`config.mk`:
```
export PLATFORM = sky130hd
export DESIGN_NAME = ptag_tlb
export DESIGN_NICKNAME = d
export VERILOG_FILES = /design/src/rtl/ptag_tlb_pkg.sv /design/src/rtl/ptag_tlb_cam.sv /design/src/rtl/ptag_tlb_victim.sv /design/src/rtl/ptag_tlb.sv
export SDC_FILE = /design/constraint.sdc
export NUM_CORES = 2
export LEC_CHECK = 0
export BUFFER_PORTS_ARGS = -buffer_cell sky130_fd_sc_hd__buf_2
export CAP_MARGIN = 20
export CORE_ASPECT_RATIO = 0.9
export CORE_MARGIN = 8
export CORE_UTILIZATION = 60
export DETAILED_ROUTE_END_ITERATION = 10
export GPL_TIMING_DRIVEN = 0
export PLACE_DENSITY = 0.83
export SLEW_MARGIN = 20
export SYNTH_ARGS = -nofsm -noshare
export SYNTH_HDL_FRONTEND = slang
export SYNTH_SLANG_ARGS = --single-unit
```
`constraint.sdc`:
```
create_clock -name clk -period 5.2 [get_ports clk]
set_input_delay 0.52 -clock clk [delete_from_list [all_inputs] [get_ports clk]]
set_output_delay 0.52 -clock clk [all_outputs]
set_load 0.05 [all_outputs]
```
`src/rtl/ptag_tlb_pkg.sv`:
```
package ptag_tlb_pkg;
    parameter int ENTRIES = 8;
    parameter int VPN_W   = 20;
    parameter int PFN_W   = 20;
    parameter int PID_W   = 8;
    parameter int OFS_W   = 12;
    parameter int PERM_W  = 3;
    parameter int IDX_W   = $clog2(ENTRIES);
    parameter int VA_W    = VPN_W + OFS_W;
    parameter int PA_W    = PFN_W + OFS_W;

    parameter int PERM_R = 0;
    parameter int PERM_W_BIT = 1;
    parameter int PERM_X = 2;

    parameter logic [1:0] KIND_READ  = 2'd0;
    parameter logic [1:0] KIND_WRITE = 2'd1;
    parameter logic [1:0] KIND_EXEC  = 2'd2;

    typedef enum logic [1:0] {
        RS_MISS  = 2'd0,
        RS_HIT   = 2'd1,
        RS_FAULT = 2'd2
    } rs_e;

    typedef struct packed {
        logic [ENTRIES-1:0]             valid;
        logic [ENTRIES-1:0][PID_W-1:0]  pid;
        logic [ENTRIES-1:0][VPN_W-1:0]  vpn;
        logic [ENTRIES-1:0][PFN_W-1:0]  pfn;
        logic [ENTRIES-1:0][PERM_W-1:0] perm;
        logic [IDX_W-1:0]               rr;
        logic                           rs_valid;
        rs_e                            rs_status;
        logic [PA_W-1:0]                rs_paddr;
    } state_t;
endpackage

```
`src/rtl/ptag_tlb_cam.sv`:
```
module ptag_tlb_cam #(
    parameter int N    = 8,
    parameter int PIDW = 8,
    parameter int VPNW = 20
) (
    input  logic [N-1:0]           valid,
    input  logic [N-1:0][PIDW-1:0] pid,
    input  logic [N-1:0][VPNW-1:0] vpn,
    input  logic [PIDW-1:0]        key_pid,
    input  logic [VPNW-1:0]        key_vpn,
    output logic [N-1:0]           match
);
    for (genvar i = 0; i < N; i++) begin : g_cmp
        assign match[i] = valid[i] && (pid[i] == key_pid) && (vpn[i] == key_vpn);
    end
endmodule

```
`src/rtl/ptag_tlb_victim.sv`:
```
module ptag_tlb_victim #(
    parameter int N  = 8,
    parameter int IW = 3
) (
    input  logic [N-1:0]  valid,
    input  logic [N-1:0]  match,
    input  logic [IW-1:0] rr,
    output logic [IW-1:0] idx,
    output logic          adv_rr
);
    always_comb begin
        idx    = '0;
        adv_rr = 1'b0;
        if (|match) begin
            for (int i = 0; i < N; i++) begin
                if (match[i]) idx = IW'(i);
            end
        end else if (!(&valid)) begin
            for (int i = N - 1; i >= 0; i--) begin
                if (!valid[i]) idx = IW'(i);
            end
        end else begin
            idx    = rr;
            adv_rr = 1'b1;
        end
    end
endmodule

```
`src/rtl/ptag_tlb.sv`:
```
module ptag_tlb
    import ptag_tlb_pkg::*;
(
    input  logic              clk,
    input  logic              rst_n,
    input  logic              lk_valid,
    input  logic [PID_W-1:0]  lk_pid,
    input  logic [VA_W-1:0]   lk_vaddr,
    input  logic [1:0]        lk_kind,
    input  logic              fl_valid,
    input  logic [PID_W-1:0]  fl_pid,
    input  logic [VPN_W-1:0]  fl_vpn,
    input  logic [PFN_W-1:0]  fl_pfn,
    input  logic [PERM_W-1:0] fl_perm,
    input  logic              fs_all,
    input  logic              fs_pid_en,
    input  logic [PID_W-1:0]  fs_pid,
    output logic              rs_valid,
    output logic [1:0]        rs_status,
    output logic [PA_W-1:0]   rs_paddr
);
    state_t s_q, s_d;

    logic [ENTRIES-1:0] lk_match;
    logic [ENTRIES-1:0] fl_match;
    logic [ENTRIES-1:0] fs_match;
    logic [IDX_W-1:0]   fl_idx;
    logic               fl_adv;

    ptag_tlb_cam #(.N(ENTRIES), .PIDW(PID_W), .VPNW(VPN_W)) u_lk_cam (
        .valid(s_q.valid), .pid(s_q.pid), .vpn(s_q.vpn),
        .key_pid(lk_pid), .key_vpn(lk_vaddr[VA_W-1:OFS_W]), .match(lk_match)
    );

    ptag_tlb_cam #(.N(ENTRIES), .PIDW(PID_W), .VPNW(VPN_W)) u_fl_cam (
        .valid(s_q.valid), .pid(s_q.pid), .vpn(s_q.vpn),
        .key_pid(fl_pid), .key_vpn(fl_vpn), .match(fl_match)
    );

    for (genvar i = 0; i < ENTRIES; i++) begin : g_fs
        assign fs_match[i] = s_q.valid[i] && (s_q.pid[i] == fs_pid);
    end

    ptag_tlb_victim #(.N(ENTRIES), .IW(IDX_W)) u_victim (
        .valid(s_q.valid), .match(fl_match), .rr(s_q.rr),
        .idx(fl_idx), .adv_rr(fl_adv)
    );

    logic [PFN_W-1:0]  sel_pfn;
    logic [PERM_W-1:0] sel_perm;
    logic              need_ok;

    always_comb begin
        sel_pfn  = '0;
        sel_perm = '0;
        for (int i = 0; i < ENTRIES; i++) begin
            sel_pfn  = sel_pfn  | ({PFN_W{lk_match[i]}}  & s_q.pfn[i]);
            sel_perm = sel_perm | ({PERM_W{lk_match[i]}} & s_q.perm[i]);
        end
        case (lk_kind)
            KIND_WRITE: need_ok = sel_perm[PERM_W_BIT];
            KIND_EXEC:  need_ok = sel_perm[PERM_X];
            default:    need_ok = sel_perm[PERM_R];
        endcase
    end

    always_comb begin
        s_d = s_q;
        // lookup result, judged on the contents before this cycle's updates
        s_d.rs_valid  = lk_valid;
        s_d.rs_status = RS_MISS;
        s_d.rs_paddr  = '0;
        if (lk_valid && (|lk_match)) begin
            if (need_ok) begin
                s_d.rs_status = RS_HIT;
                s_d.rs_paddr  = {sel_pfn, lk_vaddr[OFS_W-1:0]};
            end else begin
                s_d.rs_status = RS_FAULT;
            end
        end
        // flush first
        if (fs_all) begin
            s_d.valid = '0;
        end else if (fs_pid_en) begin
            s_d.valid = s_q.valid & ~fs_match;
        end
        // then fill
        if (fl_valid) begin
            s_d.valid[fl_idx] = 1'b1;
            s_d.pid[fl_idx]   = fl_pid;
            s_d.vpn[fl_idx]   = fl_vpn;
            s_d.pfn[fl_idx]   = fl_pfn;
            s_d.perm[fl_idx]  = fl_perm;
            if (fl_adv) begin
                s_d.rr = (s_q.rr == IDX_W'(ENTRIES - 1)) ? '0 : s_q.rr + 1'b1;
            end
        end
    end

    always_ff @(posedge clk) begin
        if (!rst_n) begin
            s_q <= '0;
        end else begin
            s_q <= s_d;
        end
    end

    assign rs_valid  = s_q.rs_valid;
    assign rs_status = s_q.rs_status;
    assign rs_paddr  = s_q.rs_paddr;

    assert_result_follows_R2: assert property (@(posedge clk) disable iff (!rst_n)
        lk_valid |=> rs_valid);
    assert_no_spurious_result_R2: assert property (@(posedge clk) disable iff (!rst_n)
        !lk_valid |=> !rs_valid);
    assert_hit_keeps_offset_R3: assert property (@(posedge clk) disable iff (!rst_n)
        (lk_valid && (|lk_match) && need_ok) |=> (rs_status == RS_HIT) &&
        (rs_paddr[OFS_W-1:0] == $past(lk_vaddr[OFS_W-1:0])));
    assert_status_legal_R5: assert property (@(posedge clk) disable iff (!rst_n)
        rs_valid |-> (rs_status != 2'd3) && ((rs_status == RS_HIT) || (rs_paddr == '0)));
    assert_no_duplicate_R8: assert property (@(posedge clk) disable iff (!rst_n)
        $onehot0(lk_match) && $onehot0(fl_match));
    assert_rr_holds_R7: assert property (@(posedge clk) disable iff (!rst_n)
        !fl_valid |=> $stable(s_q.rr));
    assert_global_flush_R10: assert property (@(posedge clk) disable iff (!rst_n)
        (fs_all && !fl_valid) |=> (s_q.valid == '0));
    assert_fill_survives_R11: assert property (@(posedge clk) disable iff (!rst_n)
        fl_valid |=> (s_q.valid != '0));
endmodule

```
# [After elaboration in Yosys (flattened, before gate mapping)]
# Cells that the tools add are included.
[totals] reg_bits=454 output_inout_bits=35 word_cells=202
[op_classes] n_addsub=1 order_cmp=2 eq_ne=43 muxes=38 bitwise=33 n_reduce_logical=48
[op_table] cell="two-way mux 419 bit" n=1
[op_table] cell="bitwise mux 160 bit" n=2
[op_table] cell="== test 20 bit" n=16
[op_table] cell="== test 8 bit" n=24
[op_table] cell="bitwise AND 20 bit" n=8
[op_table] cell="bitwise OR 20 bit" n=7
[op_table] cell="bitwise mux 64 bit" n=1
[op_table] cell="demux 20 bit (select 3 bit)" n=1
[op_table] cell="two-way mux 3 bit" n=17
[op_table] cell="logical AND 1 bit" n=42
[op_table] cell="bitwise AND 3 bit" n=8
[op_table] cell="bitwise mux 24 bit" n=1
[op_table] cell="demux 8 bit (select 3 bit)" n=1
[op_table] cell="two-way mux 8 bit" n=3
[op_table] cell="bitwise OR 3 bit" n=7
[op_table] cell="two-way mux 20 bit" n=1
[op_table] cell="OR reduction 8 bit" n=2
[op_table] cell="demux 3 bit (select 3 bit)" n=1
[op_table] cell="bitwise AND 8 bit" n=1
[op_table] cell="NOT 8 bit" n=1
[op_table] cell="bitwise OR 8 bit" n=1
[op_table] cell="AND reduction 8 bit" n=1
[op_table] cell="two-way mux 2 bit" n=3
[op_table] cell="< comparator 3 x 4 -> 1 bit, second input constant" n=1
[op_table] cell="10 further kinds" n=14

# [Longest topological paths before layout]
[depth] ltp_word=17 mapped_depth=12 ltp_nobuf=9

# [Hierarchy]
# Synthesis repeated with hierarchy kept, for this count alone.
[unflattened] cells_unflattened=2955 area_unflattened_um2=24209.5
[modules_own_cells] module="ptag_tlb" n_inst=1 cells_per_inst=2263 area_each_um2=18823.1 seq_area_each_um2=9088.7
[modules_own_cells] module="ptag_tlb_cam" n_inst=2 cells_per_inst=332 area_each_um2=2602.5 seq_area_each_um2=0.0
[modules_own_cells] module="ptag_tlb_victim" n_inst=1 cells_per_inst=28 area_each_um2=181.4 seq_area_each_um2=0.0

# [Worst setup path before layout]
# OpenSTA, ideal clock, no wires.
[synth_timing] kind="input to register" from="input port fl_vpn[6]" to="register (tool-made name)" t_arrival_ps=2882 required_ps=5127 slack_ps=2246 stages=12 n_path_buf=3 cell_sequence="buf_6 xor2_1 a2111o_1 a2111oi_4 nand4_2 nor2b_4 a221oi_2 mux2i_2 nor3_2 buf_6 buf_12 mux2i_1"
[synth_lines] item="from (decl)" line="ptag_tlb.sv:12" source="input logic [VPN_W-1:0] fl_vpn,"

==> metrics <==
Synth area leader dfxtp_1; chip height 205.4 um; Post-synth EDFFs 0; Crit-path slowest cell a31oi_2; clk sink count 454; Area Overhead vs Synth 11.61%; Gate Count Post-Synth 2482; PwrDens 305.6 nW/um^2; critical-path cell list xor2_1 > nor4_1 > nand4_1 > nor4_2 > a222oi_1 > nand4_1 > a221oi_1 > a31oi_2 > clkbuf_1 > and3_1; clk_skew 0.02179 ns; ANT nets after route 0; Antenna diodes 0; largest net degree at the start of global routing 15; fin cells 3180; Synth cell types 62; crit path kind flop to flop; crit-path max FO 10; met1 wire length 39270 um; post-synth top area share 0.3802; routed wl met3 14930 um; full die area 46490 um^2; clock-pin slew on the worst setup and hold paths 0.07 ns; worst skew pair latency 0.60 ns; via count 20740; clock root cell clkbuf_16; # hold bufs at CTS 0; Slew HR 0.3165; initial antenna violation count 2; Setup WS pre-CTS 0.3463 ns; Worst Tran Pin Value 1.017 ns; maximum clock rate 0.2295 GHz; Die W 226.4 um; top cells by area, synth dfxtp_1, mux2i_1, xor2_1; mean number of vias per cell 6.523; core area 39370 um^2; Seq/Total Area, Yosys 0.3802; IO Port Bufs 76; Final HPWL DP 69690 um; most common cell after layout, fill and taps aside nand2_1; status completed; Worst Path Buf+Inv 1; Overall Power 8.152 mW; Tmin final 4.357 ns; Top delay family on crit path simple AND/OR/NAND/NOR gates; H-tree levels 2; mapped cell area 23910 um^2; total gr overflow 0; Initial Util 0.6072; CP Data Arrival Time 4.87 ns; average wire per standard cell 31.43 um; CTS tree built; fraction of layout cells with a size suffix above 1 0.1205; first-pass GRT wire length 140200 um; critical path endpoint category flop; Longest Clk Path Bufs 3; GRT Total Usage 0.4176; syn avg cell area 9.632 um^2; Hold Vio Cnt, Final 0; register bit total from synthesis 454; DRC violations left 0; cell row count 69; Leakage 11.10 nW; PnR worst setup slack 0.8432 ns; Max IR drop VDD 0.3210 mV; fill count 3095; Setup Buffers After CTS 0; placed cell count 3094; worst stage delay on the critical path 0.65 ns; Synthesized Nets 2593; CTS buffer count 46; Final nets 2721; number of global-route vias before repair 20160; Synth warnings 0; Final Cycle Share 0.8379; Detail Route met2 WL 40520 um; gpl congestion 1.088; Ports 142; WP data required 5.72 ns; CP startpoint kind flop; ys async rst share 0; # setup viols final 0; Max Used Layer met5; unrepaired setup endpoints after global routing no; ys flop type dfxtp_1; WL final 99960 um; Slew Limit Fails 0; MaxCap Viol Count 0; DRT iter0 DRCs 3308; post-CTS resize count 0; commonest cells after routing, fill and taps aside nand2_1, dfxtp_1, mux2i_1, xor2_1, xnor2_1; Initial DRT Pass Iterations 7; Top cell by count, worst path nand4_1; Hold WC Path Type input pin to flop
[synth_stat cells (11+ instances only)]
| cell | instances |
|---|---|
| nand2_1 | 496 |
| xnor2_1 | 242 |
| nor2_1 | 11 |
| clkbuf_1 | 69 |
| nor4_1 | 73 |
| and3_1 | 32 |
| buf_2 | 37 |
| nand3_1 | 18 |
| buf_4 | 47 |
| a22oi_1 | 39 |
| nand4_1 | 89 |
| dfxtp_1 | 454 |
| mux2i_1 | 411 |
| a222oi_1 | 30 |
| nor3_1 | 14 |
| inv_1 | 21 |
| buf_6 | 34 |
| buf_12 | 20 |
| xor2_1 | 256 |
[cells by family after synthesis]
kind of cell | after synthesis | synth area share
multiplexers | 413 | 0.1733
buffers and inverters | 244 | 0.07636
flip-flops | 454 | 0.3802
XOR/XNOR | 498 | 0.1825
adder cells (fa/ha/maj) | 4 | 0.002094
AO/OA/AOI/OAI | 106 | 0.03747
AND/OR/NAND/NOR | 763 | 0.1481
[power by group]
group	switching (mW)	internal, mW	total, mW
registers	0.0544	3.53	3.58
logic	0.580	0.260	0.841
clock network	1.53	2.20	3.73
[worst paths after layout]
path         cells after the start   startpoint  slack, ns            to
max                             10         flop       0.84  rs_paddr[12]
min                              2  lk_vaddr[1]       0.14   rs_paddr[1]
max reg2reg                     10         flop       0.84  rs_paddr[12]
min reg2reg                      2         flop       0.46          flop
[per-layer routing]
layer  global-route usage  up-vias
li1                     -     8677
met2               0.5912     1695
met3               0.1337      348
met5                    0        -
met1               0.5675    10020
met4               0.2019        6
[area by class of cell]
class,instances,area (um^2),area share
Inverter,21,78.83,0.002954
Tap cell,532,665.6,0.02495
Clock inverter,19,331.6,0.01243
Timing Repair Buffer,80,402.9,0.01510
Clock buffer,67,1341,0.05027
Sequential cell,454,9089,0.3406
Multi-Input combinational cell,1784,13030,0.4882
Buffer,223,1747,0.06547
[per-stage QoR]
step / instance area, um^2 / TNS, ns / utilization / hold WS [ns]
finish: 26680 / 0 / 0.6777 / 0.1421
global route: 26680 / 0 / 0.6777 / 0.1427
CTS: 26680 / 0 / 0.6776 / 0.1336
detailed placement: 25000 / 0 / 0.6351 / 0.4477
global placement: 24950 / -12.61 / 0.6338 / 0.4414
floorplan: 23910 / 0 / - / 0.4341
Power figures use the tool's default switching activity.
